$ cat src/rtl/chk_access_pkg.sv
package chk_access_pkg;

  typedef enum logic [1:0] {
    ACC_NONE  = 2'd0,
    ACC_READ  = 2'd1,
    ACC_WRITE = 2'd2,
    ACC_EXEC  = 2'd3
  } acc_kind_t;

  typedef enum logic [3:0] {
    FLT_NONE    = 4'd0,
    FLT_IMISS   = 4'd1,
    FLT_DMISS   = 4'd2,
    FLT_IPROT   = 4'd3,
    FLT_DRIGHTS = 4'd4,
    FLT_PIDW    = 4'd5,
    FLT_DIRTY   = 4'd6,
    FLT_BREAK   = 4'd7,
    FLT_PREF    = 4'd8
  } flt_code_t;

  localparam int RB_READ  = 0;
  localparam int RB_WRITE = 1;
  localparam int RB_EXEC  = 2;

  localparam logic [2:0] MASK_ALL  = 3'b111;
  localparam logic [2:0] MASK_EXEC = 3'b100;

endpackage

$ cat src/rtl/chk_rights_map.sv
module chk_rights_map
  import chk_access_pkg::*;
#(
  parameter int PL_W = 2
) (
  input  logic [PL_W-1:0] priv,
  input  logic [PL_W-1:0] pl1,
  input  logic [PL_W-1:0] pl2,
  input  logic [2:0]      rtype,
  output logic [2:0]      mask
);

  logic can_rd, can_wr, can_ex;

  always_comb begin
    can_rd = (priv <= pl1);
    can_wr = (priv <= pl2);
    can_ex = (pl2 <= priv) && (priv <= pl1);
    mask   = '0;
    case (rtype)
      3'd0: mask[RB_READ] = can_rd;
      3'd1: begin
        mask[RB_READ]  = can_rd;
        mask[RB_WRITE] = can_wr;
      end
      3'd2: begin
        mask[RB_READ] = can_rd;
        mask[RB_EXEC] = can_ex;
      end
      3'd3: begin
        mask[RB_READ]  = can_rd;
        mask[RB_WRITE] = can_wr;
        mask[RB_EXEC]  = can_ex;
      end
      default: mask[RB_EXEC] = can_ex;
    endcase
  end

endmodule

$ cat src/rtl/chk_pid_match.sv
module chk_pid_match #(
  parameter int AID_W   = 18,
  parameter int PID_W   = 32,
  parameter int NUM_PID = 4
) (
  input  logic [AID_W-1:0]         aid,
  input  logic                     enable,
  input  logic [NUM_PID*PID_W-1:0] pid_regs,
  output logic                     hit
);

  logic [PID_W-1:0]   key;
  logic [NUM_PID-1:0] eq_vec;

  always_comb begin
    key            = '0;
    key[AID_W:0]   = {aid, 1'b1};
  end

  for (genvar k = 0; k < NUM_PID; k++) begin : g_cmp
    assign eq_vec[k] = (pid_regs[k*PID_W +: PID_W] == key);
  end

  assign hit = enable && (aid != '0) && (|eq_vec);

endmodule

$ cat src/rtl/chk_fault_seq.sv
module chk_fault_seq
  import chk_access_pkg::*;
(
  input  logic [1:0] acc_kind,
  input  logic [2:0] base_mask,
  input  logic       pid_hit,
  input  logic       dirty,
  input  logic       brk,
  input  logic       ref_trap,
  output logic [2:0] mask,
  output logic [3:0] code
);

  acc_kind_t  kind;
  logic [2:0] want;
  logic       is_wr, is_ex, done;

  always_comb begin
    kind  = acc_kind_t'(acc_kind);
    is_wr = (kind == ACC_WRITE);
    is_ex = (kind == ACC_EXEC);
    want  = '0;
    case (kind)
      ACC_READ:  want[RB_READ]  = 1'b1;
      ACC_WRITE: want[RB_WRITE] = 1'b1;
      ACC_EXEC:  want[RB_EXEC]  = 1'b1;
      default:   want = '0;
    endcase

    mask = base_mask;
    code = FLT_NONE;
    done = (kind == ACC_NONE);

    if (pid_hit) begin
      mask[RB_WRITE] = 1'b0;
      if (is_wr) begin
        code = FLT_PIDW;
        done = 1'b1;
      end
    end

    if (!done) begin
      if ((mask & want) == 3'b000) begin
        code = is_ex ? FLT_IPROT : FLT_DRIGHTS;
      end else begin
        if (!dirty) begin
          if (is_wr) code = FLT_DIRTY;
          mask[RB_WRITE] = 1'b0;
        end
        if (brk) begin
          if (is_wr) code = FLT_BREAK;
          mask[RB_WRITE] = 1'b0;
        end
        if (ref_trap) begin
          if (!is_ex) code = FLT_PREF;
          mask = mask & MASK_EXEC;
        end
      end
    end
  end

endmodule

$ cat src/rtl/chk_access_unit.sv
module chk_access_unit
  import chk_access_pkg::*;
#(
  parameter int WORD_W  = 32,
  parameter int AID_W   = 18,
  parameter int PID_W   = 32,
  parameter int NUM_PID = 4,
  parameter int PL_W    = 2
) (
  input  logic                     clk,
  input  logic                     rst,
  input  logic                     in_valid,
  input  logic [2*WORD_W-1:0]      va,
  input  logic [1:0]               acc_kind,
  input  logic [PL_W-1:0]          priv,
  input  logic                     phys_mode,
  input  logic                     pid_check_en,
  input  logic                     q_bit,
  input  logic [NUM_PID*PID_W-1:0] pid_regs,
  input  logic                     tb_hit,
  input  logic                     ent_valid,
  input  logic [2*WORD_W-1:0]      ent_va_begin,
  input  logic [2*WORD_W-1:0]      ent_pa_base,
  input  logic [AID_W-1:0]         ent_aid,
  input  logic [PL_W-1:0]          ent_pl1,
  input  logic [PL_W-1:0]          ent_pl2,
  input  logic [2:0]               ent_rtype,
  input  logic                     ent_brk,
  input  logic                     ent_dirty,
  input  logic                     ent_ref_trap,
  output logic                     out_valid,
  output logic [2*WORD_W-1:0]      out_pa,
  output logic [2:0]               out_rights,
  output logic [3:0]               out_fault,
  output logic [WORD_W-1:0]        ior_q,
  output logic [WORD_W-1:0]        isr_q
);

  localparam int VA_W = 2 * WORD_W;

  logic [2:0]      type_mask;
  logic            pid_hit;
  logic [2:0]      seq_mask;
  logic [3:0]      seq_code;
  logic [VA_W-1:0] nxt_pa;
  logic [2:0]      nxt_rights;
  logic [3:0]      nxt_fault;
  logic            usable;

  chk_rights_map #(.PL_W(PL_W)) u_rights (
    .priv  (priv),
    .pl1   (ent_pl1),
    .pl2   (ent_pl2),
    .rtype (ent_rtype),
    .mask  (type_mask)
  );

  chk_pid_match #(.AID_W(AID_W), .PID_W(PID_W), .NUM_PID(NUM_PID)) u_pid (
    .aid      (ent_aid),
    .enable   (pid_check_en),
    .pid_regs (pid_regs),
    .hit      (pid_hit)
  );

  chk_fault_seq u_seq (
    .acc_kind  (acc_kind),
    .base_mask (type_mask),
    .pid_hit   (pid_hit),
    .dirty     (ent_dirty),
    .brk       (ent_brk),
    .ref_trap  (ent_ref_trap),
    .mask      (seq_mask),
    .code      (seq_code)
  );

  always_comb begin
    usable = tb_hit && ent_valid;
    if (phys_mode) begin
      nxt_pa     = va;
      nxt_rights = MASK_ALL;
      nxt_fault  = FLT_NONE;
    end else if (!usable) begin
      nxt_pa     = '0;
      nxt_rights = '0;
      nxt_fault  = (acc_kind_t'(acc_kind) == ACC_EXEC) ? FLT_IMISS : FLT_DMISS;
    end else begin
      nxt_pa     = ent_pa_base + (va - ent_va_begin);
      nxt_rights = seq_mask;
      nxt_fault  = seq_code;
    end
  end

  always_ff @(posedge clk) begin
    if (rst) begin
      out_valid  <= 1'b0;
      out_pa     <= '0;
      out_rights <= '0;
      out_fault  <= '0;
      ior_q      <= '0;
      isr_q      <= '0;
    end else begin
      out_valid <= in_valid;
      if (in_valid) begin
        out_pa     <= nxt_pa;
        out_rights <= nxt_rights;
        out_fault  <= nxt_fault;
        if (q_bit && (nxt_fault != FLT_NONE)) begin
          ior_q <= va[WORD_W-1:0];
          isr_q <= va[VA_W-1:WORD_W];
        end
      end
    end
  end

endmodule

$ cat config.mk
export PLATFORM = sky130hd
export DESIGN_NAME = chk_access_unit
export DESIGN_NICKNAME = d
export VERILOG_FILES = /design/src/rtl/chk_access_pkg.sv /design/src/rtl/chk_rights_map.sv /design/src/rtl/chk_pid_match.sv /design/src/rtl/chk_fault_seq.sv /design/src/rtl/chk_access_unit.sv
export SDC_FILE = /design/constraint.sdc
export NUM_CORES = 1
export LEC_CHECK = 0
export ABC_AREA = 1
export CAP_MARGIN = 20
export CORE_MARGIN = 2
export CORE_UTILIZATION = 35
export DETAILED_ROUTE_END_ITERATION = 7
export GPL_TIMING_DRIVEN = 0
export SETUP_SLACK_MARGIN = 0.1
export SYNTH_ARGS = -nofsm -noshare
export SYNTH_HDL_FRONTEND = slang
export SYNTH_HIERARCHICAL = 1
export SYNTH_SLANG_ARGS = --single-unit
$ cat constraint.sdc
create_clock -name clk -period 3.7 [get_ports clk]
set_clock_uncertainty 0.2 [all_clocks]
set_input_delay 0.555 -clock clk [delete_from_list [all_inputs] [get_ports clk]]
set_output_delay 0.555 -clock clk [all_outputs]
set_load 0.01 [all_outputs]
==> flow_summary.ini <==
[timing]
setup_slack_ns = 0.152
slew_headroom_pct = 38.0
fmax_mhz = 282
hold_viol_final = 0
setup_viol = 0
maxSlewViolCount = 0
final.period_utilization_pct = 95.9
tightest_slew_ns = 0.930
rsz0062_at_grt = yes
fin_crit_ns = 3.55

[yosys]
synth_area_um2 = 14900
synth-seq-cells = 136
synth_cell_type_count = 38
synth_cells = 2661
yosysSeqAreaShare_pct = 18.2
synthTopCellsByArea = nand2_1, dfxtp_1, inv_1
synth_largest_area_cell = nand2_1
synth_top_area_share_pct = 20.7
yosysWarnings = 6
postSynthAreaPerCell_um2 = 5.61
synth_nets = 3152

[die]
die_y_um = 211
io_pins = 496
floorplan.initialDensity_pct = 35.5
dieArea_um2 = 44300
core_area_um2 = 42000
dieWidth_um = 211
placementRows = 75

[power]
switching_share_pct = 42.7
pwr-share-clk_pct = 24.9
cellPowerDensity_nw_per_um2 = 316
pwr-share-comb_pct = 51.6
p_sw_mw = 2.95
p_int_mw = 3.96
p_total_mw = 6.91
leakagePower_nw = 12.3
seq_power_share_pct = 23.5
ir_drop_mv = 0.334

[worst_hold_path]
hp-start = ior_q[0]
hold_path_class = reg2reg
holdPathStages = 2
worstHoldEndpoint = ior_q[0]

[critical_path]
crit_fanout = 10
timing.rr.start = out_pa[4]
crit_required_ns = 3.84
cp.arrival_ns = 3.69
startpoint = pid_regs[77]
cp-start-kind = input port
path_class = in2reg
reg2reg_to = out_pa[4]
r2r_cells = 2
endpoint_kind = flop
rrSetupSlack_ns = 2.70

[global_route]
grt.total_usage_pct = 30.8
grt_first_pass_wirelength_um = 102000
antenna_found_initial = 14
grt_max_degree = 17
grt_pass1_vias = 17729
grt-ovfl-total = 0

[clock_tree]
cts_hold_buf = 0
htree_num_levels = 4
cts_tree = done
path_clk_slew_ns = 0.06
cts_root_buf = clkbuf_16
cts_buffer_depth = 2
insertion_delay_ns = 0.46
numCtsBuffers = 17
cts_sinks = 136

[final_layout]
fillers = 4449
drive_gt1_share_pct = 7.45
final_area_um2 = 21900
final_cell_mix = nand2_1, inv_1, clkdlybuf4s50_1
seqCellArea_um2 = 2720
mostFrequentLayoutCell = nand2_1
stdcell_count = 3743
multi_input_area_um2 = 9720
area_growth_pct = 46.5
nNetsFinal = 3676

[place]
place.gp.congestion = 0.932
place_inst = 3694
pre_cts_ws_ns = -1.40
port_buffers = 494
detailed_place.area_um2 = 20600
dpl.hpwl_um = 58700

[route]
vias_per_cell = 4.81
avgRoutedWirePerCell_um = 18.7
ant_nets = 0
remaining_drc_errors = 0
drt_iter0_drc = 1068
wirelength_um = 69800
vias = 18017
drtPass1Iterations = 5

[run]
drv_cap = 0

[run_status]
status = finished, final reports clean
state kept, by name, summed over array words and instances (netlist names):
signal	cells
out_rights	3
out_pa	64
out_fault	4
out_valid	1
isr_q	32
ior_q	32
power groups by stage:
| stage | sequential (mW) | combinational (mW) | clock (mW) |
|---|---|---|---|
| after floorplan | 1.69 | 1.96 | 0 |
| after global placement | 1.65 | 3.45 | 0 |
| after detailed placement | 1.65 | 3.47 | 0 |
| after CTS | 1.62 | 3.51 | 1.75 |
| after global routing | 1.63 | 3.96 | 1.80 |
| final | 1.62 | 3.57 | 1.72 |
timing repair:
item | 4_1_cts | 5_1_grt
endpoints found under the setup margin | 65 | 80
resized for setup | 50 | 278
pin swaps | 7 | 108
setup buffers | 7 | 0
gates cloned | 2 | 2
cell usage after synthesis:
cell type	count
a21boi_0	2
a21o_1	2
a21oi_1	242
a21oi_2	1
and2_1	2
buf_2	13
buf_4	2
buf_6	5
clkbuf_1	35
clkinv_1	3
dfxtp_1	136
fa_1	63
ha_1	68
inv_1	654
inv_2	17
nand2_1	823
nand2_2	7
nand3_1	108
nand3_2	7
nand3b_1	9
nand4_1	13
nor2_1	200
nor2_2	18
nor3_1	12
nor3_2	4
nor4_1	4
nor4_2	2
o211ai_1	7
o21ai_0	162
o21ai_1	4
o21bai_1	3
o221a_2	1
o221ai_1	3
or2_0	3
or2_1	2
or2_2	19
xnor2_1	2
xor2_1	3
critical path: stages:
cell	delay (ns)
clkdlybuf4s50_1	0.46
inv_1	0.06
nand2_1	0.05
nand2_1	0.05
nor2_1	0.09
nand2_1	0.06
nor2_2	0.13
nand3_2	0.10
nand2_2	0.09
nor2_4	0.04
nor2_4	0.21
buf_6	0.15
nor3_1	0.05
nor2_1	0.10
nand2_1	0.06
nand2_1	0.06
nand2_1	0.05
nand2_1	0.06
nand2_1	0.11
nand4_1	0.26
nand3_4	0.22
clkinv_8	0.21
buf_16	0.20
buf_8	0.16
a21oi_2	0.06
routing by layer:
layer	track usage, %	vias up	share of wire (%)
li1	-	9076	-
met1	38.7	8278	44
met2	50.6	537	46
met3	6.96	118	6.2
met4	13.1	8	3.5
met5	0	-	0.087
worst max-delay path by stage:
stage                  to  slack (ns)
2_1_floorplan    ior_q[1]        0.87
3_3_place_gp    ior_q[30]       -1.41
3_5_place_dp    ior_q[28]       -1.40
4_1_cts         ior_q[31]        0.10
5_1_grt        out_pa[46]        0.04
6_report        ior_q[11]        0.15
metrics by stage:
stage / util, % / setup TNS, ns / hold WS, ns
6_report: 52.1 / 0 / 0.287
5_1_grt: 52.1 / 0 / 0.311
4_1_cts: 50.6 / 0 / 0.294
3_5_place_dp: 48.9 / -91.42 / 0.287
3_3_place_gp: 48.9 / -90.85 / 0.264
2_1_floorplan: - / 0 / 0.311
kinds of logic (layout without fill, tap and decap cells):
family / after synthesis / after routing / share of synthesized area, %
AO/OA/AOI/OAI: 427 / 427 / 14.7
XOR/XNOR: 5 / 5 / 0.293
adder cells (fa/ha/maj): 131 / 131 / 14.1
buffers and inverters: 729 / 1263 / 18.7
flip-flops: 136 / 136 / 18.2
other: 0 / 9 / 0
AND/OR/NAND/NOR: 1233 / 1233 / 33.9
cell type report:
cell class	instances	share of cell area, %
diodes	9	0.103
well taps	539	3.08
repair inverters	1	0.0514
clock inverters	8	0.452
flip-flops and latches	136	12.4
clock buffers	21	2.10
multi-input cells	1796	44.4
repair buffers	504	24.2
inverters	674	11.6
plain buffers	55	1.59
No activity file was read; power rests on OpenSTA's default activity.
